## src/rtl/eth_tx_pkg.sv

```systemverilog
package eth_tx_pkg;
  typedef enum logic [2:0] {
    PH_IDLE, PH_PRE, PH_SFD, PH_DATA, PH_PAD, PH_FCS
  } phase_e;

  localparam logic [7:0]  PRE_BYTE   = 8'h55;
  localparam logic [7:0]  SFD_BYTE   = 8'hD5;
  localparam logic [31:0] CRC_POLY_R = 32'hEDB88320;
  localparam logic [31:0] CRC_SEED   = 32'hFFFFFFFF;

  // one byte through the reflected CRC, lsb first
  function automatic logic [31:0] crc_step(input logic [31:0] c, input logic [7:0] d);
    logic [31:0] r;
    r = c ^ {24'h0, d};
    for (int i = 0; i < 8; i++) begin
      r = r[0] ? ((r >> 1) ^ CRC_POLY_R) : (r >> 1);
    end
    return r;
  endfunction
endpackage

```

## src/rtl/eth_tx_crc.sv

```systemverilog
module eth_tx_crc
  import eth_tx_pkg::*;
(
  input  logic        clk_i,
  input  logic        rst_ni,
  input  logic        init_i,
  input  logic        en_i,
  input  logic [7:0]  byte_i,
  output logic [31:0] fcs_o
);
  logic [31:0] crc_q;

  always_ff @(posedge clk_i or negedge rst_ni) begin
    if (!rst_ni)     crc_q <= CRC_SEED;
    else if (init_i) crc_q <= CRC_SEED;
    else if (en_i)   crc_q <= crc_step(crc_q, byte_i);
  end

  assign fcs_o = ~crc_q;
endmodule

```

## src/rtl/eth_tx_ser.sv

```systemverilog
module eth_tx_ser #(
  parameter int BYTE_W = 8
) (
  input  logic              clk_i,
  input  logic              rst_ni,
  input  logic [BYTE_W-1:0] byte_i,
  input  logic              vld_i,
  output logic              rdy_o,
  output logic              txen_o,
  output logic [1:0]        txd_o
);
  localparam int DIBITS = BYTE_W / 2;
  localparam int CNT_W  = $clog2(DIBITS);
  localparam logic [CNT_W-1:0] LAST = CNT_W'(DIBITS - 1);

  logic [CNT_W-1:0]  cnt_q;
  logic [BYTE_W-1:0] sh_q;

  // a byte is accepted only on slot 0
  assign rdy_o = (cnt_q == '0);

  always_ff @(posedge clk_i or negedge rst_ni) begin
    if (!rst_ni) begin
      cnt_q  <= '0;
      sh_q   <= '0;
      txen_o <= 1'b0;
      txd_o  <= 2'b00;
    end else if (cnt_q == '0) begin
      if (vld_i) begin
        txen_o <= 1'b1;
        txd_o  <= byte_i[1:0];
        sh_q   <= byte_i >> 2;
        cnt_q  <= CNT_W'(1);
      end else begin
        txen_o <= 1'b0;
        txd_o  <= 2'b00;
      end
    end else begin
      txd_o <= sh_q[1:0];
      sh_q  <= sh_q >> 2;
      cnt_q <= (cnt_q == LAST) ? '0 : cnt_q + CNT_W'(1);
    end
  end
endmodule

```

## src/rtl/eth_tx_seq.sv

```systemverilog
module eth_tx_seq
  import eth_tx_pkg::*;
#(
  parameter int ADDR_W  = 7,
  parameter int MIN_LEN = 60,
  parameter int PRE_LEN = 7,
  parameter int LEN_W   = ADDR_W + 1
) (
  input  logic              clk_i,
  input  logic              rst_ni,
  input  logic              start_i,
  input  logic              busy_i,
  input  logic [ADDR_W-1:0] offset_i,
  input  logic [LEN_W-1:0]  len_i,
  input  logic              rdy_i,
  input  logic [7:0]        mem_data_i,
  input  logic [31:0]       fcs_i,
  output logic [ADDR_W-1:0] mem_addr_o,
  output logic [7:0]        byte_o,
  output logic              vld_o,
  output logic              crc_init_o,
  output logic              crc_en_o,
  output logic              active_o
);
  localparam logic [LEN_W-1:0] MIN_L   = LEN_W'(MIN_LEN);
  localparam logic [LEN_W-1:0] PRE_END = LEN_W'(PRE_LEN - 1);
  localparam logic [LEN_W-1:0] FCS_END = LEN_W'(3);

  phase_e            phase_q;
  logic [LEN_W-1:0]  cnt_q, len_q, nx;
  logic [ADDR_W-1:0] ptr_q;
  logic              go, take;

  assign nx       = cnt_q + LEN_W'(1);
  assign go       = start_i & ~busy_i;
  assign take     = rdy_i & vld_o;
  assign active_o = (phase_q != PH_IDLE);
  assign mem_addr_o = ptr_q;
  assign crc_init_o = go;
  assign crc_en_o   = take & ((phase_q == PH_DATA) | (phase_q == PH_PAD));

  always_comb begin
    byte_o = 8'h00;
    vld_o  = 1'b0;
    unique case (phase_q)
      PH_PRE:  begin byte_o = PRE_BYTE;   vld_o = 1'b1; end
      PH_SFD:  begin byte_o = SFD_BYTE;   vld_o = 1'b1; end
      PH_DATA: begin byte_o = mem_data_i; vld_o = 1'b1; end
      PH_PAD:  begin byte_o = 8'h00;      vld_o = 1'b1; end
      PH_FCS:  begin byte_o = 8'(fcs_i >> {cnt_q[1:0], 3'b000}); vld_o = 1'b1; end
      default: ;
    endcase
  end

  always_ff @(posedge clk_i or negedge rst_ni) begin
    if (!rst_ni) begin
      phase_q <= PH_IDLE;
      cnt_q   <= '0;
      len_q   <= '0;
      ptr_q   <= '0;
    end else if (go) begin
      phase_q <= PH_PRE;
      cnt_q   <= '0;
      len_q   <= len_i;
      ptr_q   <= offset_i;
    end else if (take) begin
      unique case (phase_q)
        PH_PRE: begin
          if (cnt_q == PRE_END) begin
            phase_q <= PH_SFD;
            cnt_q   <= '0;
          end else cnt_q <= nx;
        end
        PH_SFD: begin
          cnt_q   <= '0;
          phase_q <= (len_q == '0) ? PH_PAD : PH_DATA;
        end
        PH_DATA: begin
          ptr_q <= ptr_q + ADDR_W'(1);
          cnt_q <= nx;
          if (nx == len_q) begin
            if (nx < MIN_L) phase_q <= PH_PAD;
            else begin
              phase_q <= PH_FCS;
              cnt_q   <= '0;
            end
          end
        end
        PH_PAD: begin
          if (nx >= MIN_L) begin
            phase_q <= PH_FCS;
            cnt_q   <= '0;
          end else cnt_q <= nx;
        end
        PH_FCS: begin
          if (cnt_q == FCS_END) phase_q <= PH_IDLE;
          else cnt_q <= nx;
        end
        default: ;
      endcase
    end
  end
endmodule

```

## src/rtl/eth_dibit_tx.sv

```systemverilog
module eth_dibit_tx #(
  parameter int ADDR_W  = 7,
  parameter int MIN_LEN = 60,
  parameter int PRE_LEN = 7
) (
  input  logic              clk_i,
  input  logic              rst_ni,
  input  logic              start_i,
  input  logic [ADDR_W-1:0] offset_i,
  input  logic [ADDR_W:0]   len_i,
  output logic [ADDR_W-1:0] mem_addr_o,
  input  logic [7:0]        mem_data_i,
  output logic              txen_o,
  output logic [1:0]        txd_o,
  output logic              busy_o
);
  localparam int LEN_W = ADDR_W + 1;

  logic [7:0]  byte_w;
  logic        vld_w, rdy_w, crc_init_w, crc_en_w, active_w;
  logic [31:0] fcs_w;

  // busy covers the serializer tail after the last byte handoff
  assign busy_o = active_w | txen_o;

  eth_tx_seq #(
    .ADDR_W(ADDR_W), .MIN_LEN(MIN_LEN), .PRE_LEN(PRE_LEN), .LEN_W(LEN_W)
  ) u_seq (
    .clk_i(clk_i), .rst_ni(rst_ni),
    .start_i(start_i), .busy_i(busy_o),
    .offset_i(offset_i), .len_i(len_i),
    .rdy_i(rdy_w), .mem_data_i(mem_data_i), .fcs_i(fcs_w),
    .mem_addr_o(mem_addr_o), .byte_o(byte_w), .vld_o(vld_w),
    .crc_init_o(crc_init_w), .crc_en_o(crc_en_w), .active_o(active_w)
  );

  eth_tx_crc u_crc (
    .clk_i(clk_i), .rst_ni(rst_ni),
    .init_i(crc_init_w), .en_i(crc_en_w), .byte_i(byte_w), .fcs_o(fcs_w)
  );

  eth_tx_ser #(.BYTE_W(8)) u_ser (
    .clk_i(clk_i), .rst_ni(rst_ni),
    .byte_i(byte_w), .vld_i(vld_w), .rdy_o(rdy_w),
    .txen_o(txen_o), .txd_o(txd_o)
  );
endmodule

```

## config.mk

```make
export PLATFORM = sky130hd
export DESIGN_NAME = eth_dibit_tx
export DESIGN_NICKNAME = d
export VERILOG_FILES = /design/src/rtl/eth_tx_pkg.sv /design/src/rtl/eth_tx_crc.sv /design/src/rtl/eth_tx_ser.sv /design/src/rtl/eth_tx_seq.sv /design/src/rtl/eth_dibit_tx.sv
export SDC_FILE = /design/constraint.sdc
export NUM_CORES = 1
export LEC_CHECK = 0
export CORE_ASPECT_RATIO = 1.25
export CORE_MARGIN = 1
export CORE_UTILIZATION = 45
export DETAILED_ROUTE_END_ITERATION = 16
export DONT_BUFFER_PORTS = 1
export PLACE_DENSITY = 0.67
export RECOVER_POWER = 25
export SKIP_LAST_GASP = 1
export SYNTH_ARGS = -nofsm -noshare
export SYNTH_HDL_FRONTEND = slang
export SYNTH_SLANG_ARGS = --single-unit
```

## constraint.sdc

```tcl
create_clock -name clk_i -period 2.7 [get_ports clk_i]
set_input_delay 0.135 -clock clk_i [delete_from_list [all_inputs] [get_ports clk_i]]
set_output_delay 0.135 -clock clk_i [all_outputs]
set_load 0.005 [all_outputs]
```

==> results of run 1 <==
## area by class of cell
cell class                      count  area share
Clock buffer                        9     0.03986
Clock inverter                      7     0.02015
Inverter                           12    0.007972
Multi-Input combinational cell    392      0.4849
Sequential cell                    69      0.3136
Tap cell                          129     0.02857
Timing Repair Buffer               69      0.1050
## repair_timing
| item | 4_1_cts | 5_1_grt |
|---|---|---|
| endpoints found under the hold margin | 84 | 0 |
| buffers inserted | 1 | 4 |
| gates resized for setup | 0 | 18 |
| pin swaps | 1 | 6 |
| hold buffers | 17 | 0 |
| setup endpoints to repair | 1 | 24 |
## where the power goes
group          switching, mW  internal, mW
clock network          0.468         0.897
registers                  0          1.04
logic                 0.0249        0.0172
total                  0.493          1.95
## flip-flops by register name, indices dropped and copies added, names as in the netlist
register and flops:
u_crc.crc_q 32, u_seq.cnt_q 8, u_seq.len_q 8, u_seq.mem_addr_o 7, u_ser.sh_q 6, u_seq.phase_q 3, u_ser.cnt_q 2, u_ser.txd_o 2
u_ser.txen_o 1
## critical path, cell delays in order, from the launching register on
cell and delay [ns]:
dfrtp_1 0.44, and4bb_2 0.28, a222oi_1 0.36, buf_4 0.19, xnor2_2 0.12, xor3_2 0.40
xor2_2 0.19, xor2_2 0.23, or3_1 0.32, nand3_1 0.10
## cells in the final DEF, fill, tap and decap left out, types with 4 or more instances in the layout
cell,count
dfstp_2,32
o21ai_0,29
nand3_1,11
o21ai_1,4
nand2_1,58
inv_1,10
nand4_1,4
buf_4,49
xnor2_2,7
nor2_1,26
nor3_1,39
and3_1,4
nand2b_1,7
clkbuf_16,9
mux2i_1,14
xor2_2,8
dfrtp_2,4
ha_1,5
dfrtp_1,33
dlygate4sd3_1,16
xnor2_1,37
a21oi_1,44
xor2_1,16
nor2b_1,6
a22o_1,4
## per-stage QoR
| stage | hold slack, ns | total power, mW | setup TNS (ns) | utilization | instances |
|---|---|---|---|---|---|
| after floorplan | -0.1606 | 1.056 | 0 | - | 504 |
| after global placement | -0.1592 | 1.056 | 0 | 0.4993 | 649 |
| after detailed placement | -0.1590 | 1.056 | 0 | 0.4993 | 649 |
| after CTS | 0.1446 | 2.461 | 0 | 0.5524 | 683 |
| after global routing | 0.1838 | 2.498 | -0.6876 | 0.5620 | 687 |
| final | 0.1472 | 2.444 | 0 | 0.5620 | 687 |
## cell usage after synthesis, types with 3 or more instances
library cell and count:
o211ai_1 3, a211oi_1 3, a21oi_1 44, nand4_1 4, ha_1 5, or2_2 3
a221oi_1 3, mux2_2 3, xnor2_2 5, xor2_1 20, xnor3_1 4, clkbuf_1 21
xor2_2 5, dfstp_2 32, a221o_1 3, nand3_1 11, or3_1 3, o22ai_1 3
buf_1 3, nor2b_1 6, mux2i_1 14, buf_2 5, o21ai_0 30, inv_1 10
o21ai_1 3, xnor2_1 39, dfrtp_1 37, nand2b_1 7, a22o_1 4, a21o_1 3
and3_1 4, nor3_1 40, nor2_1 27, nand2_1 58
## worst min-delay path by stage
stage          startpoint                          to  cells past startpoint
6_report          start_i  u_crc.crc_q[8]$_DFFE_PN1P_                      3
4_1_cts           start_i  u_crc.crc_q[8]$_DFFE_PN1P_                      3
5_1_grt           start_i  u_crc.crc_q[8]$_DFFE_PN1P_                      3
3_5_place_dp       rst_ni  u_seq.len_q[4]$_DFFE_PN0P_                      0
3_3_place_gp       rst_ni  u_seq.len_q[6]$_DFFE_PN0P_                      0
2_1_floorplan      rst_ni  u_seq.cnt_q[0]$_DFFE_PN0P_                      0
## metal layers
| metal | GRT usage | vias to the layer above | wire [µm] | share of wire |
|---|---|---|---|---|
| li1 | - | 1867 | - | - |
| met1 | 0.2855 | 1952 | 5040 | 0.41 |
| met2 | 0.4272 | 100 | 6401 | 0.52 |
| met3 | 0.05026 | 33 | 518 | 0.042 |
| met4 | 0.1125 | 0 | 356 | 0.029 |
| met5 | 0 | - | 0 | 0 |
## cells by family after synthesis
| logic type | share of synthesized area |
|---|---|
| muxes | 0.04580 |
| DFF | 0.3827 |
| adders and majority gates | 0.01355 |
| AOI/OAI and AO/OA | 0.1623 |
| and+or+nand+nor | 0.1843 |
| xor gates and xnor gates | 0.1718 |
| buffers and inverters | 0.03957 |
==> metrics.csv, run 1 <==
stage,metric,value,unit
run_status,status,"finished, violations left",
run_status,violations,"max-capacitance violations, max-slew violations",
worst_setup_path,cp_max_fo,5,
power,powerDensity,432.5,nW/µm²
global_routing,grt_usage,0.2437,
job,maxCapViolCount,1,
sta,relSlewSlack,-0.1600,
logic_synthesis,ys_seq_area_frac,0.3827,
logic_synthesis,synth_cell_type_count,63,
clock_tree,clk_pin_slew,0.06,ns
sta,hold_viol,0,
hold_path,hold_class,primary input to flop,
worst_setup_path,crit_end,u_crc.crc_q[27]$_DFFE_PN1P_,
global_routing,grt_max_degree,70,
floorplanning,die-area,10670,µm²
worst_setup_path,r2r-start,u_seq.phase_q[2]$_DFFE_PN0P_,
detailed_routing,vias,3952,
floorplanning,num_rows,41,
global_routing,grt_pass1_vias,3926,
logic_synthesis,avgSynthCellArea,9.161,µm²
logic_synthesis,synth_edf_count,0,
detailed_routing,ant_nets,0,
clock_tree,clockBufferDepth,2,
cells_and_area,final_nets,584,
worst_setup_path,crit_required,2.98,ns
worst_setup_path,end_kind,flop,
detailed_routing,vias_per_cell,5.753,
cells_and_area,design_area,5650,µm²
sta,setup_violations,0,
worst_setup_path,startpoint,u_seq.phase_q[2]$_DFFE_PN0P_,
power,power_leakage,2.312,nW
global_routing,antenna_found_initial,0,
sta,max_slew.worst_pin.slew,1.740,ns
global_routing,global_route.overflow_total,0,
sta,slew_viol_final,70,
logic_synthesis,synthFlopType,dfrtp_1,
floorplanning,fp.coreArea,10050,µm²
detailed_routing,drc,0,
sta,skew,0.006695,ns
worst_setup_path,ff2ff_setup_slack,0.009,ns
place,hpwl,8607,µm
cells_and_area,diodes,0,
cells_and_area,syn_to_final_growth,22.38,%
place,placed_area,5020,µm²
place,preCtsSetupSlack,0.01860,ns
clock_tree,cts-buffers-inserted,9,
detailed_routing,dr.pass1.iters,7,
worst_setup_path,r2r-end,u_crc.crc_q[27]$_DFFE_PN1P_,
logic_synthesis,synth.top_cell.area_share,0.2005,
place,gp_congestion,0.9250,
logic_synthesis,async_reset_ff_frac,1.000,
floorplanning,die_height,115.2,µm
sta,setup_ws,0.008832,ns
worst_setup_path,rr_worst_depth,9,
logic_synthesis,synth_area,4617,µm²
clock_tree,h-tree-depth,3,
cells_and_area,multiInputGateArea,2740,µm²
floorplanning,die_width,92.60,µm
clock_tree,clock_sinks,69,
cells_and_area,drive_gt1_frac,0.2527,
logic_synthesis,ys_warn_count,0,
logic_synthesis,synth_area_leaders,"dfrtp_1 20%, dfstp_2 18%, xnor2_1 7.4%",
worst_setup_path,worstSetupPathType,flop to flop,
logic_synthesis,yosysTopAreaCell,dfrtp_1,
cells_and_area,fill_cells,910,
worst_setup_path,start_kind,flop,
clock_tree,cts_tree,yes,
clock_tree,cts-root-buf,clkbuf_16,
detailed_routing,routed_wl,12320,µm
place,portBuffers,0,
power,vdd_ir_drop_max,0.2813,mV
sta,final.min_clock_period,2.691,ns
detailed_routing,drtIter0Drc,240,
sta,clock.fmax,371.6,MHz
sta,finalCritPeriodShare,0.9967,
global_routing,grt_pass1_wl,19920,µm
logic_synthesis,syn_inst,504,
logic_synthesis,ys_ff_latch,69,
sta,rsz0062_at_grt,yes,
floorplanning,boundaryPins,37,
detailed_routing,wl_per_cell,17.93,µm
worst_setup_path,arrival,2.97,ns
cells_and_area,seq_area,1772,µm²
clock_tree,clk_latency,0.34,ns
floorplanning,initial_core_util,0.4592,
logic_synthesis,synth_nets,535,
No activity file was read; power rests on OpenSTA's default activity.
==> run 2: changes to the inputs <==
--- a/config.mk
+++ b/config.mk
@@ -10,6 +10,7 @@
 export CORE_UTILIZATION = 45
 export DETAILED_ROUTE_END_ITERATION = 16
 export DONT_BUFFER_PORTS = 1
+export GPL_TIMING_DRIVEN = 1
 export PLACE_DENSITY = 0.67
 export RECOVER_POWER = 25
 export SKIP_LAST_GASP = 1
==> constraint.sdc (replaced) <==
create_clock -name clk_i -period 2.7 [get_ports clk_i]
set_input_delay 0.27 -clock clk_i [delete_from_list [all_inputs] [get_ports clk_i]]
set_output_delay 0.27 -clock clk_i [all_outputs]
set_load 0.005 [all_outputs]
==> run 2 against run 1 <==
Compared with the run above:
- the run still ends with max-capacitance violations, max-slew violations left
- die area did not move
- total power shrank 0.61%
- sequential power about the same
- clock skew hardly changed
- largest power group unchanged
- sequential share of layout area rose by 0.86 points
- largest cell class unchanged
- critical endpoint unchanged
- critical path type unchanged
- count of clock-buffer cells in the layout stayed put
- clock power about the same
- cell count shrank 2.2%
- via count down 2.3%
- cell area decreased by 2.7%
- routed wire length down 1.1%
- global-route usage is 0.32 points lower
==> metrics.csv, run 2 (synthesis gave the netlist of run 1 again) <==
stage,metric,value,unit,change
worst_setup_path,cp_max_fo,5,,unchanged
cells_and_area,final_common_cell,nand2_1,,unchanged
cells_and_area,final_nets,569,,was 584
place,gp_congestion,0.9250,,unchanged
run_status,status,"finished, violations left",,unchanged
detailed_routing,dr.pass1.iters,4,,was 7
power,power_leakage,2.249,nW,was 2.312 nW
hold_path,hold_class,primary input to flop,,unchanged
worst_setup_path,critPathMostFrequentCell,xor2_2,,unchanged
floorplanning,die_width,92.60,µm,unchanged
clock_tree,clk_latency,0.34,ns,about the same
worst_setup_path,arrival,2.97,ns,about the same
sta,skew,0.006689,ns,was 0.006695 ns
power,vdd_ir_drop_max,0.2842,mV,was 0.2813 mV
detailed_routing,drtIter0Drc,207,,was 240
cells_and_area,fill_cells,932,,was 910
sta,max_slew.worst_pin.slew,1.731,ns,was 1.740 ns
worst_setup_path,path_cells,"and4bb_2, a222oi_1, buf_4, xnor2_2, xor3_2, xor2_2, xor2_2, or3_1, nand3_1",,unchanged
clock_tree,cts-buffers-inserted,9,,unchanged
cells_and_area,mostFrequentLayoutCells,"58 x nand2_1, 49 x buf_4, 44 x a21oi_1, 39 x nor3_1, 37 x xnor2_1",,unchanged
worst_setup_path,worstSetupPathType,flop to flop,,unchanged
sta,rsz0062_at_grt,yes,,unchanged
worst_setup_path,critPathSlowestCell,dfrtp_2,,was dfrtp_1
sta,clock.fmax,372.2,MHz,was 371.6 MHz
global_routing,grt_max_degree,70,,unchanged
place,placed_area,5020,µm²,unchanged
power,powerDensity,441.6,nW/µm²,was 432.5 nW/µm²
sta,hold_viol,0,,unchanged
floorplanning,num_rows,41,,unchanged
place,hpwl,8607,µm,unchanged
global_routing,grt_pass1_wl,19640,µm,"was 19,920 µm"
clock_tree,cts-root-buf,clkbuf_16,,unchanged
sta,slew_viol_final,70,,unchanged
clock_tree,clockBufferDepth,2,,unchanged
sta,holdWs,0.02839,ns,was 0.1472 ns
sta,setup_violations,0,,unchanged
floorplanning,die-area,10670,µm²,unchanged
clock_tree,cts_tree,yes,,unchanged
floorplanning,die_height,115.2,µm,unchanged
global_routing,grt_pass1_vias,3844,,"was 3,926"
floorplanning,boundaryPins,37,,unchanged
power,p_total,2.429,mW,was 2.444 mW
cells_and_area,syn_to_final_growth,19.13,%,was 22.38%
cells_and_area,largest_reg_flops,32,,unchanged
detailed_routing,wl_per_cell,18.13,µm,was 17.93 µm
worst_setup_path,crit_path_max_incr_delay,0.45,ns,was 0.44 ns
detailed_routing,vias_per_cell,5.747,,was 5.753
detailed_routing,ant_nets,0,,unchanged
sta,relSlewSlack,-0.1538,,was -0.1600
place,portBuffers,0,,unchanged
detailed_routing,drc,0,,unchanged
clock_tree,clk_pin_slew,0.06,ns,about the same
cells_and_area,diodes,0,,unchanged
cells_and_area,regMostFlops,u_crc.crc_q,,unchanged
floorplanning,fp.coreArea,10050,µm²,unchanged
detailed_routing,routed_wl,12190,µm,"was 12,320 µm"
clock_tree,clock_sinks,69,,unchanged
sta,finalCritPeriodShare,0.9951,,was 0.9967
global_routing,global_route.overflow_total,0,,unchanged
cells_and_area,largestRegisters,"u_crc.crc_q x32, u_seq.cnt_q x8, u_seq.len_q x8",,unchanged
detailed_routing,vias,3862,,"was 3,952"
worst_setup_path,start_kind,flop,,unchanged
global_routing,grt_usage,0.2406,,was 0.2437
floorplanning,initial_core_util,0.4592,,unchanged
clock_tree,h-tree-depth,3,,unchanged
global_routing,antenna_found_initial,0,,unchanged
cells_and_area,drive_gt1_frac,0.2597,,was 0.2527
sta,final.min_clock_period,2.687,ns,was 2.691 ns
worst_setup_path,crit_required,2.98,ns,about the same
run_status,violations,"max-capacitance violations, max-slew violations",,unchanged
job,maxCapViolCount,1,,unchanged
cells_and_area,design_area,5500,µm²,was 5650 µm²
worst_setup_path,end_kind,flop,,unchanged
-- run 2: cell count changes in the layout (fill, tap and decap cells not counted) --
cell,previous run,this run
dlygate4sd3_1,16,1
-- run 2: path summary, 6_finish.rpt --
| check | to | depth (start not counted) | from | slack, ns |
|---|---|---|---|---|
| min in group asynchronous | u_seq.len_q[6]$_DFFE_PN0P_ | 2 | rst_ni | 0.93 |
| setup / recovery | u_crc.crc_q[27]$_DFFE_PN1P_ | 9 | u_seq.phase_q[0]$_DFFE_PN0P_ | 0.01 |
| hold reg to reg | u_ser.sh_q[2]$_DFFE_PN0P_ | 2 | u_ser.sh_q[2]$_DFFE_PN0P_ | 0.48 |
| max in group asynchronous | u_seq.cnt_q[1]$_DFFE_PN0P_ | 2 | rst_ni | 0.60 |
| setup reg to reg | u_crc.crc_q[27]$_DFFE_PN1P_ | 9 | u_seq.phase_q[0]$_DFFE_PN0P_ | 0.01 |
| hold / removal | u_seq.len_q[0]$_DFFE_PN0P_ | 2 | len_i[0] | 0.03 |
-- run 2: area by class of cell --
class | count | area [µm²] | area share
multi-input cells | 392 | 2740 | 0.4982
flip-flops and latches | 69 | 1772 | 0.3221
repair buffers | 54 | 442.9 | 0.08053
clock buffers | 9 | 225.2 | 0.04095
well taps | 129 | 161.4 | 0.02934
clock inverters | 7 | 113.9 | 0.02070
inverters | 12 | 45.04 | 0.008189
-- run 2: timing repair --
| item | 4_1_cts | 5_1_grt |
|---|---|---|
| buffers inserted | 1 | 4 |
| gates resized for setup | 0 | 18 |
| setup endpoints to repair | 1 | 24 |
| hold endpoints to repair | 69 | 0 |
| hold buffers | 2 | 0 |
| pin swaps | 1 | 6 |
-- run 2: layer usage --
metal	global-route usage	vias up	wire length [µm]
met1	0.2819	1900	5022
met5	0	-	0
met4	0.1125	0	395
met2	0.4193	91	6211
met3	0.05159	33	556
li1	-	1838	-
-- run 2: report_power, final --
group	switching (mW)	internal (mW)	leakage, nW
Sequential	0	1.04	0.772
Combinational	0.0213	0.00280	1.32
Clock	0.471	0.897	0.159
-- run 2: critical path, delay by kind of cell (launching register included) --
kind / cells / cell delay [ns]
AOI/OAI and AO/OA: 1 / 0.35
buffers and inverters: 1 / 0.19
DFF: 1 / 0.45
xor gates and xnor gates: 4 / 0.94
and+or+nand+nor: 3 / 0.70
-- run 2: stage by stage --
step	setup TNS, ns	cells	utilization	setup WS (ns)
final	0	672	0.5470	0.01318
after detailed placement	0	649	0.4993	0.01860
after global placement	0	649	0.4993	0.05618
after global routing	-0.7518	672	0.5470	-0.1322
after floorplan	0	504	-	0.05870
after CTS	0	668	0.5375	0.04445
